### config.mk
export PLATFORM = sky130hd
export DESIGN_NAME = prio_sel_reg
export DESIGN_NICKNAME = d
export VERILOG_FILES = /design/src/rtl/prio_sel_pkg.sv /design/src/rtl/prio_sel_front.sv /design/src/rtl/prio_sel_decode.sv /design/src/rtl/prio_sel_core.sv /design/src/rtl/prio_sel_reg.sv
export SDC_FILE = /design/constraint.sdc
export NUM_CORES = 1
export LEC_CHECK = 0
export ABC_AREA = 1
export BUFFER_PORTS_ARGS = -buffer_cell sky130_fd_sc_hd__clkbuf_2
export CELL_PAD_IN_SITES_DETAIL_PLACEMENT = 1
export CELL_PAD_IN_SITES_GLOBAL_PLACEMENT = 1
export CORE_AREA = 2 2 121 123
export CTS_CLUSTER_DIAMETER = 60
export CTS_CLUSTER_SIZE = 24
export DETAILED_ROUTE_END_ITERATION = 6
export DIE_AREA = 0 0 123 125
export GPL_ROUTABILITY_DRIVEN = 0
export GPL_TIMING_DRIVEN = 0
export PLACE_DENSITY_LB_ADDON = 0.1
export RECOVER_POWER = 50
export SYNTH_ARGS = -nofsm -noshare
export SYNTH_HDL_FRONTEND = slang
export SYNTH_SLANG_ARGS = --single-unit
### constraint.sdc
create_clock -name clk -period 1.5 [get_ports clk]
set_input_delay 0.3 -clock clk [delete_from_list [all_inputs] [get_ports clk]]
set_output_delay 0.3 -clock clk [all_outputs]
set_load 0.05 [all_outputs]
### src/rtl/prio_sel_pkg.sv
package prio_sel_pkg;

    // Decoded per-cycle action for the result register
    typedef enum logic [2:0] {
        CMD_CLEAR,
        CMD_LOAD,
        CMD_TAKE_HI,
        CMD_TAKE_LO,
        CMD_HOLD
    } sel_cmd_e;

endpackage

### src/rtl/prio_sel_front.sv
// Combinational N:1 front selector built as a masked OR sum.
module prio_sel_front #(
    parameter int W = 32,
    parameter int N = 4,
    localparam int IW = (N > 1) ? $clog2(N) : 1
) (
    input  logic [N-1:0][W-1:0] f_in,
    input  logic [IW-1:0]       idx,
    output logic [W-1:0]        y
);

    logic [N-1:0][W-1:0] masked;

    genvar g;
    for (g = 0; g < N; g++) begin : g_mask
        assign masked[g] = (idx == IW'(g)) ? f_in[g] : '0;
    end

    always_comb begin
        y = '0;
        for (int i = 0; i < N; i++) begin
            y = y | masked[i];
        end
    end

endmodule

### src/rtl/prio_sel_decode.sv
// Maps mode, controls and select code onto a single register command.
module prio_sel_decode
    import prio_sel_pkg::*;
#(
    parameter int FRONT_N = 4,
    localparam int IW     = (FRONT_N > 1) ? $clog2(FRONT_N) : 1,
    localparam int CODE_W = $clog2(FRONT_N + 2)
) (
    input  logic              six_en,
    input  logic              clr,
    input  logic              ld,
    input  logic              sel,
    input  logic [CODE_W-1:0] code,
    output sel_cmd_e          cmd,
    output logic [IW-1:0]     front_idx
);

    localparam logic [CODE_W-1:0] CODE_LO = CODE_W'(FRONT_N);
    localparam logic [CODE_W-1:0] CODE_LD = CODE_W'(FRONT_N + 1);

    always_comb begin
        front_idx = code[IW-1:0];
        if (clr) begin
            cmd = CMD_CLEAR;
        end else if (six_en) begin
            if (code < CODE_LO)       cmd = CMD_TAKE_HI;
            else if (code == CODE_LO) cmd = CMD_TAKE_LO;
            else if (code == CODE_LD) cmd = CMD_LOAD;
            else                      cmd = CMD_HOLD;
        end else if (ld) begin
            cmd = CMD_LOAD;
        end else if (sel) begin
            cmd = CMD_TAKE_HI;
        end else begin
            cmd = CMD_TAKE_LO;
        end
    end

endmodule

### src/rtl/prio_sel_core.sv
// Result register: next-state process plus state register.
module prio_sel_core
    import prio_sel_pkg::*;
#(
    parameter int W = 32
) (
    input  logic         clk,
    input  logic         rst_n,
    input  sel_cmd_e     cmd,
    input  logic [W-1:0] hi_word,
    input  logic [W-1:0] lo_word,
    input  logic [W-1:0] ld_word,
    output logic [W-1:0] q
);

    logic [W-1:0] q_next;

    always_comb begin
        unique case (cmd)
            CMD_CLEAR:   q_next = '0;
            CMD_LOAD:    q_next = ld_word;
            CMD_TAKE_HI: q_next = hi_word;
            CMD_TAKE_LO: q_next = lo_word;
            CMD_HOLD:    q_next = q;
            default:     q_next = q;
        endcase
    end

    always_ff @(posedge clk) begin
        if (!rst_n) q <= '0;
        else        q <= q_next;
    end

endmodule

### src/rtl/prio_sel_reg.sv
// Top: priority clear/load registered selector with optional six-input mode.
module prio_sel_reg
    import prio_sel_pkg::*;
#(
    parameter int W       = 32,
    parameter int FRONT_N = 4,
    localparam int CODE_W = $clog2(FRONT_N + 2)
) (
    input  logic                 clk,
    input  logic                 rst_n,
    input  logic                 six_en,
    input  logic                 clr,
    input  logic                 ld,
    input  logic                 sel,
    input  logic [CODE_W-1:0]    code,
    input  logic [W-1:0]         d_hi,
    input  logic [W-1:0]         d_lo,
    input  logic [W-1:0]         d_ld,
    input  logic [FRONT_N*W-1:0] front_in,
    output logic [W-1:0]         q
);

    localparam int IW = (FRONT_N > 1) ? $clog2(FRONT_N) : 1;

    sel_cmd_e                  cmd;
    logic [IW-1:0]             front_idx;
    logic [FRONT_N-1:0][W-1:0] front_arr;
    logic [W-1:0]              front_y;
    logic [W-1:0]              hi_src;

    genvar k;
    for (k = 0; k < FRONT_N; k++) begin : g_unpack
        assign front_arr[k] = front_in[k*W +: W];
    end

    prio_sel_decode #(.FRONT_N(FRONT_N)) u_dec (
        .six_en    (six_en),
        .clr       (clr),
        .ld        (ld),
        .sel       (sel),
        .code      (code),
        .cmd       (cmd),
        .front_idx (front_idx)
    );

    prio_sel_front #(.W(W), .N(FRONT_N)) u_front (
        .f_in (front_arr),
        .idx  (front_idx),
        .y    (front_y)
    );

    assign hi_src = six_en ? front_y : d_hi;

    prio_sel_core #(.W(W)) u_core (
        .clk     (clk),
        .rst_n   (rst_n),
        .cmd     (cmd),
        .hi_word (hi_src),
        .lo_word (d_lo),
        .ld_word (d_ld),
        .q       (q)
    );

endmodule

### After elaboration in Yosys (flattened, before gate mapping)

Index checks and enable logic that the tools add are counted.

* flip-flop bits (word level): 32
* bits of input ports: 233
* output and inout port bits: 32
* word-level logic and storage cells: 29

* $lt $le $gt $ge: 1
* eq/ne operators: 8
* mux-type cells: 13
* bitwise gates (word level): 3
* reduce and logical (&&, ||, !) cells: 3

Operators by type and width (number)
* $mux W32: 5
* $pmux W32 S4: 1
* $or A32 B32 Y32: 3
* $mux W3: 6
* $eq A3 B2 Y1 const B: 2
* $eq A3 B3 Y1 const B: 2
* $eq A2 B2 Y1 const B: 2
* $reduce_bool A4 Y1: 1
* $eq A3 B1 Y1 const B: 1
* $logic_not A3 Y1: 1
* $lt A3 B3 Y1 const B: 1
* $eq A2 B1 Y1 const B: 1
* $logic_not A2 Y1: 1
* $mux W1: 1

### Depth between registers and ports, before layout

* word-level depth: 8
* gate-level depth with buffers: 9
* mapped depth without buffers: 8

### Modules after synthesis

From an unflattened synthesis, not the netlist that was laid out.

* cells, all modules: 765
* area total of the unflattened synthesis: 4072.7 um2

Modules (own cells, without submodules)
* prio_sel_core: instances 1, cells an instance 329, area each 2133.3 um2, sequential area each 640.6 um2
* prio_sel_front: instances 1, cells an instance 314, area each 1365.1 um2, sequential area each 0.0 um2
* prio_sel_reg: instances 1, cells an instance 104, area each 491.7 um2, sequential area each 0.0 um2
* prio_sel_decode: instances 1, cells an instance 18, area each 82.6 um2, sequential area each 0.0 um2

### Worst setup path before layout

OpenSTA, ideal clock, no wires.

* kind: input-to-reg
* from: input six_en
* to: register u_core.q[0]
* setup time: 0.132 ns
* data arrival time: 1.121 ns
* data required time: 1.368 ns
* slack: 0.247 ns
* cell stages on the path: 7
* path buffers: 2
* cells stage by stage: buf_4 -> clkbuf_1 -> or2_2 -> nand3_1 -> nor2_1 -> nor2_1 -> a21oi_1

* longest elaborated chain between the ends: 4
* elaborated cells between the ends (all ways): 9
* those cells by class: 3 x eq/ne; 4 x mux; 2 x reduce/logical

Ends and longest elaborated chain
* from (decl): RTL line prio_sel_reg.sv:11 `input logic six_en,`
* $mux W3: RTL line prio_sel_decode.sv:25 `end else if (six_en) begin`
* $mux W3: RTL line prio_sel_decode.sv:23 `if (clr) begin`
* $eq A3 B2 Y1, or another cell as far along: RTL line prio_sel_core.sv:19 `unique case (cmd)`
* $pmux W32 S4 / $reduce_bool A4 Y1 (equally long branches)
* to (signal assigned): RTL line prio_sel_core.sv:31 `else q <= q_next;`
* to (decl): RTL line prio_sel_core.sv:13 `output logic [W-1:0] q`

Several ways; a longest one is shown, not always the timed one.
A chain may end at the register's enable or synchronous reset.

### Final worst setup path

* from: input code[0]
* to: register u_core.q[14]

* longest elaborated chain between the ends: 8
* elaborated cells between the ends (all ways): 26
* those cells by class: 1 x order compare; 8 x eq/ne; 11 x mux; 3 x bitwise; 3 x reduce/logical

Ends and longest elaborated chain
* from (decl): RTL line prio_sel_reg.sv:15 `input logic [CODE_W-1:0] code,`
* $eq A3 B3 Y1: RTL line prio_sel_decode.sv:28 `else if (code == CODE_LD) cmd = CMD_LOAD;`
* $mux W3: RTL line prio_sel_decode.sv:28
* $mux W3: RTL line prio_sel_decode.sv:27 `else if (code == CODE_LO) cmd = CMD_TAKE_LO;`
* $mux W3: RTL line prio_sel_decode.sv:26 `if (code < CODE_LO) cmd = CMD_TAKE_HI;`
* $mux W3: RTL line prio_sel_decode.sv:25
* $mux W3: RTL line prio_sel_decode.sv:23
* $eq A3 B2 Y1, or another cell as far along: RTL line prio_sel_core.sv:19
* $pmux W32 S4 / $reduce_bool A4 Y1 (equally long branches)

Several ways; a longest one is shown, not always the timed one.

==> flow_summary.yaml <==
run_status:
  status: "completed"
synthesis:
  synth_compound_area_frac: 0.0481
  synth_seq_area_share: 0.187
  synth-xor-area-share: 0
  synth_top_family_by_area: "simple AND/OR/NAND/NOR gates"
  synthSimpleGateAreaFrac: 0.672
  ys_ff_latch: 32
  yosys_warnings: 0
  synth_cell_types: 18
  netlist_instances: 627
  avgSynthCellArea_sq_um: 5.47
  synthesis.area_sq_mm: 0.00343
  synthesis.nets: 860
  synth_fa_ha_area_frac: 0
  synth_mux_area_frac: 0
critical_path:
  worstPathMaxFanout: 10
  cp-start-kind: "input pin"
  path_cells: "clkbuf_2, buf_2, clkbuf_4, nand3_1, nand3_1, nor2_1, nor2_1, nor2_1, a21oi_1"
  cpMaxStageDelayCell: "clkbuf_4"
  crit_arrival_ns: 1.55
  required_ns: 1.65
  cp_num_buf_inv: 3
  crit_path_max_incr_delay_ns: 0.21
  critPathCaptureType: "register"
  criticalPathCategory: "in -> reg"
  critical-path-top-delay-family: "simple AND/OR/NAND/NOR gates"
  crit_top_cell: "nor2_1"
pwr:
  power-per-cell-area_mw_per_mm2: 666
  ir_drop_mv: 0.427
  p_leak_nw: 2.76
route:
  drtIter0Drc: 196
  drt_pre_antenna_iters: 4
  drcViolationCount: 0
  wl_per_cell_um: 17.2
  antenna_left: 0
  vias_per_cell: 4.93
  wl_mm: 18.6
  vias: 5339
flow_run:
  maxCapViolCount: 0
cells_and_area:
  nNetsFinal: 1131
  drive_above_1_share: 0.401
  largest_register: "u_core.q"
  area_growth_pct: 50.8
  fin_cells: 1082
  largest_reg_flops: 32
  utilization: 0.364
  reg_top3: "u_core.q (32)"
  antenna_cells: 0
placement:
  io_buffers: 264
  place_ws_ns: -0.287
  placed_cells: 1075
  dp_hpwl_mm: 15.9
grt:
  grt_pass1_wl_mm: 28.6
  gr-total-overflow: 0
  grtUsageTotal: 0.240
  antenna_found_initial: 0
  grt_start_max_net_pins: 11
  first_global_vias: 5631
clock_network:
  insertion_delay_ns: 0.28
  cts_inserted_buffers: 5
  clk_path_buf_depth: 2
  clkSlewWorstSetupHoldPaths_ns: 0.05
  htree_levels: 2
  numClockSinks: 32
  cts_tree: "yes"
  cts_root_buf: "clkbuf_16"
  post-cts-setup-buffer-count: 0
timing:
  finalCritPeriodShare: 0.935
  setup_viol: 0
  setup_ws_ns: 0.0976
  max_clock_freq_mhz: 713
  relSlewSlack: 0.606
  fin_skew_ns: 0
  finalHoldViolCount: 0
  slew_viol_final: 0
  worst_pin_slew_ns: 0.594
  whs_ns: 0.384
  rsz0062_at_grt: "true"
  finalCriticalPeriod_ns: 1.40
floorplan:
  die_width_um: 123
  fp.dieH_um: 125
  dieArea_sq_mm: 0.0154
  rows: 44
  initial_core_util: 0.242
  ios: 265
  core-area_sq_mm: 0.0142
worst_hold_path:
  hold_path.class: "in -> reg"
==> logic make-up (layout without fill, tap and decap cells) <==
| kind of cell | after synthesis | in the layout |
|---|---|---|
| DFF | 32 | 32 |
| and+or+nand+nor | 498 | 498 |
| buffers and inverters | 64 | 335 |
| AOI/OAI and AO/OA | 33 | 33 |
==> report_power, final <==
group          leakage [nW]  switching, W  internal, W
clock network        0.0760      0.000384     0.000696
logic                  2.42      0.000889     0.000537
registers             0.262     0.0000310     0.000908
total                  2.76       0.00130      0.00214
==> cell usage in the layout (no fill, tap or decap) <==
| cell type | Yosys | routed |
|---|---|---|
| buf_6 | 3 | 3 |
| nand3_1 | 194 | 194 |
| or2_2 | 32 | 32 |
| nor2_2 | 2 | 1 |
| nor2_4 | 0 | 1 |
| clkbuf_1 | 14 | 12 |
| inv_1 | 4 | 3 |
| clkbuf_8 | 0 | 2 |
| nand2_2 | 2 | 4 |
| nor2_8 | 1 | 1 |
| clkbuf_16 | 0 | 5 |
| nor2_1 | 96 | 96 |
| buf_2 | 35 | 26 |
| inv_2 | 3 | 3 |
| nand4_1 | 32 | 32 |
| nor3_2 | 1 | 1 |
| clkbuf_2 | 0 | 267 |
| clkinvlp_4 | 0 | 1 |
| dfxtp_1 | 32 | 32 |
| nand2_1 | 138 | 136 |
| clkbuf_4 | 0 | 8 |
| buf_4 | 4 | 5 |
| a21oi_1 | 33 | 33 |
==> cell usage after synthesis <==
cell / count / area (sq um)
nand2_2: 2 / 12.5
nor2_1: 96 / 360
inv_2: 3 / 11.3
clkbuf_1: 14 / 52.6
inv_1: 4 / 15.0
buf_4: 4 / 30.0
nor2_2: 2 / 12.5
dfxtp_1: 32 / 641
buf_2: 35 / 175
nand4_1: 32 / 200
nand3_1: 194 / 971
or2_2: 32 / 200
a21oi_1: 33 / 165
buf_6: 3 / 33.8
nor3_2: 1 / 10.0
nor2_8: 1 / 20.0
buf_1: 1 / 3.75
nand2_1: 138 / 518
==> worst reg2reg max path, cell delays in order, from the launching register on <==
cell,delay [ns]
dfxtp_1,0.34
nand2_1,0.06
a21oi_1,0.16
==> per-stage QoR <==
stage / power [W] / TNS (ns) / instance area (sq um)
after floorplan: 0.00176 / 0 / 3430
after global placement: 0.00234 / -6.80 / 4980
after CTS: 0.00347 / 0 / 5140
after global routing: 0.00365 / -0.00548 / 5180
after detailed placement: 0.00237 / -7.62 / 4980
final: 0.00345 / 0 / 5180
==> per-layer routing <==
metal	up-vias	GRT usage	share of wire
met5	-	0	0
li1	2668	-	-
met1	2455	0.271	0.40
met3	30	0.0461	0.066
met4	0	0.0782	0.026
met2	186	0.444	0.51
==> final timing paths <==
path / start / endpoint / slack [ns] / cells after the start
setup reg to reg: u_core.q[23] / u_core.q[23] / 0.87 / 2
hold reg to reg: u_core.q[14] / u_core.q[14] / 0.47 / 2
setup / recovery: code[0] / u_core.q[14] / 0.1 / 9
hold / removal: rst_n / u_core.q[24] / 0.38 / 3
==> repair_timing <==
action / CTS / global route
resized for setup: 0 / 25
endpoints found under the hold margin: 0 / 0
setup endpoints to repair: 0 / 32
hold buffers: 0 / 0
==> area by class of cell <==
cell class	instances	area, sq um
clock buffer	7	153
buffer	57	325
inverter	7	30.0
fill	2030	9030
tap	184	230
timing repair buffer	264	1320
sequential	32	641
multi-input combinational	531	2480
Note: power is estimated with default switching activity, not from simulation.
